<file path="src/rtl/seq_pkg.sv">
package seq_pkg;

    localparam int PHASE_W = 2;

    typedef enum logic [PHASE_W-1:0] {
        PH_CPU_SETUP = 2'd0,
        PH_CPU_XFER  = 2'd1,
        PH_VID_SETUP = 2'd2,
        PH_VID_XFER  = 2'd3
    } phase_e;

    typedef struct packed {
        logic cpu_clk;
        logic vid_clk;
        logic cpu_be;
        logic addr_sel;
        logic mem_ce;
        logic mem_we;
        logic mem_oe;
        logic vid_latch;
    } strobes_t;

    localparam strobes_t STROBES_IDLE = '0;

    function automatic logic cpu_half(phase_e p);
        return (p == PH_CPU_SETUP) || (p == PH_CPU_XFER);
    endfunction

    function automatic logic is_xfer(phase_e p);
        return (p == PH_CPU_XFER) || (p == PH_VID_XFER);
    endfunction

    function automatic phase_e phase_after(phase_e p);
        logic [PHASE_W-1:0] n;
        n = p;
        n = n + 1'b1;
        return phase_e'(n);
    endfunction

    function automatic strobes_t decode_strobes(phase_e p, logic rw_n);
        strobes_t s;
        s.cpu_clk   = cpu_half(p);
        s.vid_clk   = !cpu_half(p);
        s.cpu_be    = cpu_half(p);
        s.addr_sel  = !cpu_half(p);
        s.mem_ce    = is_xfer(p);
        s.mem_we    = (p == PH_CPU_XFER) && !rw_n;
        s.mem_oe    = ((p == PH_CPU_XFER) && rw_n) || (p == PH_VID_XFER);
        s.vid_latch = (p == PH_VID_XFER);
        return s;
    endfunction

endpackage

</file>
<file path="src/rtl/seq_phase_counter.sv">
module seq_phase_counter
    import seq_pkg::*;
(
    input  logic   clk,
    input  logic   rst,
    output phase_e phase_q,
    output phase_e phase_d
);
    logic live_q;

    // Hold phase 0 for the first edge after reset, then count freely.
    always_comb begin
        phase_d = live_q ? phase_after(phase_q) : PH_CPU_SETUP;
    end

    always_ff @(posedge clk) begin
        if (rst) begin
            phase_q <= PH_CPU_SETUP;
            live_q  <= 1'b0;
        end else begin
            phase_q <= phase_d;
            live_q  <= 1'b1;
        end
    end
endmodule

</file>
<file path="src/rtl/seq_strobe_decode.sv">
module seq_strobe_decode
    import seq_pkg::*;
(
    input  phase_e   ph,
    input  logic     rw_n,
    output strobes_t strobes
);
    always_comb begin
        strobes = decode_strobes(ph, rw_n);
    end
endmodule

</file>
<file path="src/rtl/seq_strobe_regs.sv">
module seq_strobe_regs
    import seq_pkg::*;
(
    input  logic     clk,
    input  logic     rst,
    input  strobes_t d,
    output strobes_t q
);
    always_ff @(posedge clk) begin
        if (rst) q <= STROBES_IDLE;
        else     q <= d;
    end
endmodule

</file>
<file path="src/rtl/shared_mem_sequencer.sv">
module shared_mem_sequencer
    import seq_pkg::*;
(
    input  logic                 clk,
    input  logic                 rst,
    input  logic                 cpu_rw_n,
    output logic                 cpu_clk,
    output logic                 vid_clk,
    output logic                 cpu_be,
    output logic                 addr_sel,
    output logic                 mem_ce,
    output logic                 mem_we,
    output logic                 mem_oe,
    output logic                 vid_latch,
    output logic [PHASE_W-1:0]   phase
);
    phase_e   phase_q;
    phase_e   phase_d;
    strobes_t strobes_d;
    strobes_t strobes_q;

    seq_phase_counter u_cnt (
        .clk     (clk),
        .rst     (rst),
        .phase_q (phase_q),
        .phase_d (phase_d)
    );

    // Decode from the next phase so strobes register on the same edge as the count.
    seq_strobe_decode u_dec (
        .ph      (phase_d),
        .rw_n    (cpu_rw_n),
        .strobes (strobes_d)
    );

    seq_strobe_regs u_regs (
        .clk (clk),
        .rst (rst),
        .d   (strobes_d),
        .q   (strobes_q)
    );

    assign cpu_clk   = strobes_q.cpu_clk;
    assign vid_clk   = strobes_q.vid_clk;
    assign cpu_be    = strobes_q.cpu_be;
    assign addr_sel  = strobes_q.addr_sel;
    assign mem_ce    = strobes_q.mem_ce;
    assign mem_we    = strobes_q.mem_we;
    assign mem_oe    = strobes_q.mem_oe;
    assign vid_latch = strobes_q.vid_latch;
    assign phase     = phase_q;
endmodule

</file>
<file path="config.mk">
export PLATFORM = sky130hd
export DESIGN_NAME = shared_mem_sequencer
export DESIGN_NICKNAME = d
export VERILOG_FILES = /design/src/rtl/seq_pkg.sv /design/src/rtl/seq_phase_counter.sv /design/src/rtl/seq_strobe_decode.sv /design/src/rtl/seq_strobe_regs.sv /design/src/rtl/shared_mem_sequencer.sv
export SDC_FILE = /design/constraint.sdc
export NUM_CORES = 1
export LEC_CHECK = 0
export BUFFER_PORTS_ARGS = -buffer_cell sky130_fd_sc_hd__buf_2
export CAP_MARGIN = 10
export CORE_AREA = 5 5 42 44
export CTS_BUF_LIST = sky130_fd_sc_hd__clkbuf_8 sky130_fd_sc_hd__clkbuf_16
export CTS_CLUSTER_DIAMETER = 150
export CTS_CLUSTER_SIZE = 28
export DETAILED_ROUTE_END_ITERATION = 12
export DIE_AREA = 0 0 47 49
export HOLD_SLACK_MARGIN = 0.03
export SLEW_MARGIN = 20
export SYNTH_ARGS = -nofsm -noshare
export SYNTH_HDL_FRONTEND = slang
export SYNTH_SLANG_ARGS = --single-unit
</file>
<file path="constraint.sdc">
create_clock -name clk -period 1.15 [get_ports clk]
set_input_delay 0.1725 -clock clk [delete_from_list [all_inputs] [get_ports clk]]
set_output_delay 0.1725 -clock clk [all_outputs]
set_load 0.01 [all_outputs]
</file>
# ---- Yosys cells after proc, flatten, opt, wreduce, memory -nomap -nowiden
# Cells that the tools add are included.
dict set report totals {
  n_memories 0
  ram_bits 0
  ff_bits 9
  latch_bits 0
  rom_bits 0
  in_bits 3
  output_inout_bits 10
  wordCells 21
}
dict set report op_classes {
  n_reduce_logical 8
  div_mod_pow 0
  n_addsub 1
  eq_ne 2
  multipliers 0
  muxes 2
  order_cmp 0
  shifts 0
  bitwise 0
}
# operator n
set ops {}
lappend ops {{logical OR 1 bit} 3}
lappend ops {{adder 2 x 1 -> 2 bit (second input constant)} 1}
lappend ops {{equality test 2 x 1 -> 1 bit (second input constant)} 1}
lappend ops {{equality test 2 bit (second input constant)} 1}
lappend ops {{logical AND 1 bit} 2}
lappend ops {{logical NOT 1 bit} 2}
lappend ops {{logical NOT 2 bit} 1}
lappend ops {{2-to-1 mux 2 bit} 1}
lappend ops {{2-to-1 mux 1 bit} 1}

# ---- Depth between registers and ports, before layout
dict set report logic_depth {
  word_depth 5
  ltp_mapped 2
  mapped_depth_nobuf 2
}

# ---- Hierarchy
# From an unflattened synthesis, not the netlist that was laid out.
dict set report hier_totals {
  cells_unflattened 34
  hier_area_um2 365.4
}
# mod seq_area_each_um2 area_each_um2 instances cells_per_inst
set by_module_without_submodules {}
lappend by_module_without_submodules {seq_strobe_regs 160.2 210.2 1 16}
lappend by_module_without_submodules {seq_phase_counter 60.1 102.6 1 10}
lappend by_module_without_submodules {seq_strobe_decode 0.0 52.6 1 8}

# ---- Worst setup path before layout
# OpenSTA, ideal clock, no wires.
dict set report synth_timing {
  path_type {register -> register}
  from {register u_cnt.phase_q[1]}
  to {register u_regs.q[5] (netlist bit)}
  stages_incl_launch_ff 3
  arrival_time_ns 0.721
  slack_ns 0.315
  required_ns 1.035
  path_buffers 0
  setup_time_ns 0.115
  period_less_slack_ns 0.835
  path_cell_list {dfxtp_1 -> xnor2_1 -> o21a_1}
}
dict set report synth_via {
  elab_chain_len 4
  word_cells_on_any_way 5
  cone_classes {1 x add/sub; 1 x eq/ne; 1 x mux; 2 x reduce/logical}
}
# element line
set synth_rtl {}
lappend synth_rtl {{from (decl)} seq_phase_counter.sv:6} ;# output phase_e phase_q,
lappend synth_rtl {{from (signal assigned)} seq_phase_counter.sv:21} ;# phase_q <= phase_d;
lappend synth_rtl {{adder 2 x 1 -> 2 bit *} seq_pkg.sv:36} ;# n = n + 1'b1;
lappend synth_rtl {{2-to-1 mux 2 bit *} seq_phase_counter.sv:13} ;# phase_d = live_q ? phase_after(phase_q) : PH_CPU_SETUP;
lappend synth_rtl {{equality test 2 x 1 -> 1 bit or logical NOT 2 bit (tied branches)} seq_pkg.sv:26} ;# return (p == PH_CPU_SETUP) || (p == PH_CPU_XFER);
lappend synth_rtl {{logical OR 1 bit *} seq_pkg.sv:26}
lappend synth_rtl {{to (signal assigned)} seq_strobe_regs.sv:10} ;# if (rst) q <= STROBES_IDLE;
lappend synth_rtl {{to (signal assigned)} seq_strobe_regs.sv:11} ;# else q <= d;
lappend synth_rtl {{to (decl)} seq_strobe_regs.sv:7} ;# output strobes_t q
# Mark *: on every way between the ends. The rest lies on a longest branch, timed or not.
# A chain may end at the register's enable or synchronous reset.

# ---- Final worst setup path
dict set report layout_timing {
  from {register u_cnt.phase_q[1]}
  to {output port phase[1]}
}
# element line
set layout_lines {}
lappend layout_lines {{to (decl)} shared_mem_sequencer.sv:15} ;# output logic [PHASE_W-1:0] phase
# No word-level cell between the ends.

==> results <==
- The post-cts resize count is 0.
- Synthesis inferred 8 register bits.
- The area overhead of the layout relative to synthesis is 38.5%.
- The clock skew is 0.000156 ns.
- In this run switching power makes up 19.7% of total power.
- The area enclosed by the die boundary is 0.00230 sq mm.
- Measured against the total synthesized area, the mux share comes to 0%.
- The clock reaches the later pin of the worst-skew pair after 0.22 ns.
- The startpoint identified for the worst hold timing path is cpu_rw_n.
- 13 I/O pins were placed.
- The die is 47 microns wide.
- The run finished with clean final reports.
- Buffers inserted during clock tree synthesis total 3.
- The worst path setup slack after routing is 0.188 ns.
- The detailed router placed 175 vias in this run.
- The highest net fanout along the worst path is 5.
- For this design, the CTS-stage hold fixing added 0 buffers.
- The leakage power total is 0.175 nW.
- After synthesis the cells add up to 256 sq um.
- Cell internal power was estimated by the tool at 0.539 mW.
- For this run, design rule violations remaining after detail routing come to 0.
- After layout, the worst path uses 83.7% of the clock period.
- The initial antenna violation count is 0.
- The maximum number of pins on one net before global-route repair is 6.
- Data arrives at the worst endpoint at 0.79 ns.
- The power per cell area is 1890 mW/mm^2.
- The die is 49 microns tall.
- The unique cell type count in the Yosys netlist is 8.
- The synthesized netlist devotes 16.6% of its cell area to simple gates.
- The first routing iteration left 0 violations.
- The kind of critical path is reg -> out.
- In this design, the stage delay of the slowest critical-path cell is 0.40 ns.
- Clock-pin slew was measured on the worst setup and hold paths at 0.04 ns.
- The number of warning messages in the yosys log is 0.
- Summing the areas of all xor and xnor instances in the mapped netlist gives 3.41% of the synthesized area.
- The total setup buffers inserted after CTS is 0.
- The number of global-route vias before repair was 174.
- The number of slew-limit violations in the final report is 0.
- The share of final-layout standard cells stronger than drive strength 1 is 54.5%.
- The data required time of the worst path is 0.98 ns.
- The worst slack at placement is 0.322 ns.
- Counting along the longest clock path gives a buffer depth of 2.
- The kind of cell with the highest combined delay along the critical path is flip-flops.
- The sequential share of the synthesized area is 62.4%.
- The number of maximum-capacitance constraint violations is 0.
- The clock drives 8 sinks.
- For the pin with the worst max-slew slack, the measured transition is 0.267 ns.
- The clock network accounts for 48.6% of the total power.
- The critical path goes through buf_2.
- The number of vias per cell is 3.57.
- At the end of the flow, the number of nets in the layout was 38.
- The cell count after synthesis came out at 21.
- The placeable core area is 0.00140 sq mm.
- For this design, the slowest cell found on the critical path is sky130_fd_sc_hd__dfxtp_1.
- The count of nets left with antenna violations once routing finished came out at 0.
- The port buffer count is 12.
- The net switching power is 0.132 mW.
- The total number of placement rows is 14.
- The type of destination of the critical path is an output pin.
- The power after layout is 0.671 mW.
- Together, buffers and inverters on the worst path number 1.
- Summing the areas of all fa, ha and maj instances in the mapped netlist gives 0% of the synthesized area.
- The global route total overflow is 0.
- The effective utilization at floorplan is 18.3%.
- Adding up every negative setup slack in the final design gives 0 ns.
- The H-tree depth is 1.
- VDD sags by at most 0.377 mV.
- The congestion estimate from routability-driven global placement came to 0.550.
- In the global route stage, overall resource usage came out at 4.72%.
- The kind of start point of the critical path is a flip-flop.
- The number of detailed-routing iterations run before antenna repair is 1.
- In the layout the commonest cells are sky130_fd_sc_hd__buf_2 (12), sky130_fd_sc_hd__dfxtp_1 (8), sky130_fd_sc_hd__clkbuf_8 (3).
- Wires add up to 429 microns.
- After synthesis, the largest family of logic cells by area is simple AND/OR/NAND/NOR gates.
- The mean instance size in the synthesized netlist is 12.2 sq um.
- The repair_antennas step left the layout with diodes totalling 0.
- The average wire per standard cell is 8.76 microns.
- Setup violations remaining at the end of the flow were counted as 0.
- TritonCTS built the clock tree.
- The relative slew slack is 82.1%.
- The upper clock frequency limit is 1040 MHz.
- The synthesized netlist devotes 5.85% of its cell area to compound gates.
- The total nets after synthesis is 24.
- The global-route wire length before repair is 627 microns.
- The number of failing hold endpoints at the final stage came to 0.
- The worst register-to-register path begins at u_cnt.phase_q[1].
- The final critical delay including setup and external delays is 0.962 ns.
- In this run the clock root is driven by a sky130_fd_sc_hd__clkbuf_8.
- Setup repair after global routing left no endpoint under its margin.
- The fraction of power consumed by sequential logic is 44.4%.
- Leaving out fill and tap cells, the most frequent cell in the layout is sky130_fd_sc_hd__buf_2.
- The worst min-delay path category is in -> reg.
- The power share of the combinational group is 6.9%.
- Tracing the worst setup path back leads to its startpoint at u_cnt.phase_q[1].
==> metrics by stage <==
stage          util [%]  instances  cell area [sq um]  hold slack [ns]
2_1_floorplan         -         21                256            0.242
3_3_place_gp       22.4         46                314            0.365
3_5_place_dp       22.4         46                314            0.368
4_1_cts            25.4         49                355            0.130
5_1_grt            25.4         49                355            0.131
6_report           25.4         49                355            0.133
==> worst reg2reg max path, delay by kind of cell, from the launching register on <==
kind           cells  cell delay, ns
AO/OA/AOI/OAI      1            0.18
flip-flops         1            0.40
XOR/XNOR           1            0.14
==> power groups by stage <==
| stage | Combinational [mW] | Sequential, mW | Clock [mW] |
|---|---|---|---|
| floorplan | 0.0259 | 0.308 | 0 |
| global placement | 0.0481 | 0.302 | 0 |
| detailed placement | 0.0476 | 0.303 | 0 |
| CTS | 0.0478 | 0.299 | 0.338 |
| global route | 0.0512 | 0.300 | 0.349 |
| finish | 0.0466 | 0.298 | 0.327 |
==> state kept, by name (all words and copies together) (netlist names) <==
signal,flops
u_cnt.phase_q,1
u_cnt.live_q,1
u_regs.q,6
==> layout make-up <==
class	instances	area [sq um]
Clock buffer	3	41.3
Fill cell	162	1050
Inverter	2	7.51
Multi-Input combinational cell	8	66.3
Sequential cell	8	160
Tap cell	16	20.0
Timing Repair Buffer	12	60.1
==> per-layer routing <==
| layer | vias up | GRT usage, % | share of wire (%) | wire length [microns] |
|---|---|---|---|---|
| met5 | - | 0 | 0 | 0 |
| met4 | 0 | 9.68 | 4.4 | 19 |
| met3 | 2 | 2.21 | 12 | 52 |
| met2 | 8 | 5.88 | 50 | 216 |
| met1 | 75 | 3.09 | 33 | 140 |
| li1 | 90 | - | - | - |
==> cells in the mapped netlist (all sizes together) <==
library cell / n / area share [%]
nor3b: 2 / 9.8
xnor2: 1 / 3.4
o21a: 2 / 5.9
and2: 1 / 2.9
inv: 2 / 2.9
dfxtp: 8 / 62
nor3: 2 / 3.9
buf: 3 / 8.8
==> cell families (layout without fill, tap and decap cells) <==
family | after synthesis | count (layout)
simple gates | 5 | 5
compound gates | 2 | 2
xor+xnor | 1 | 1
flops | 8 | 8
buf+inv | 5 | 17
==> path summary, 6_finish.rpt <==
kind	to	slack (ns)	cells past startpoint
max	phase[1]	0.19	1
min	u_regs.q[2]	0.13	2
max reg2reg	u_regs.q[5]	0.32	2
min reg2reg	u_cnt.phase_q[1]	0.48	2
(Power assumes the default switching activity.)
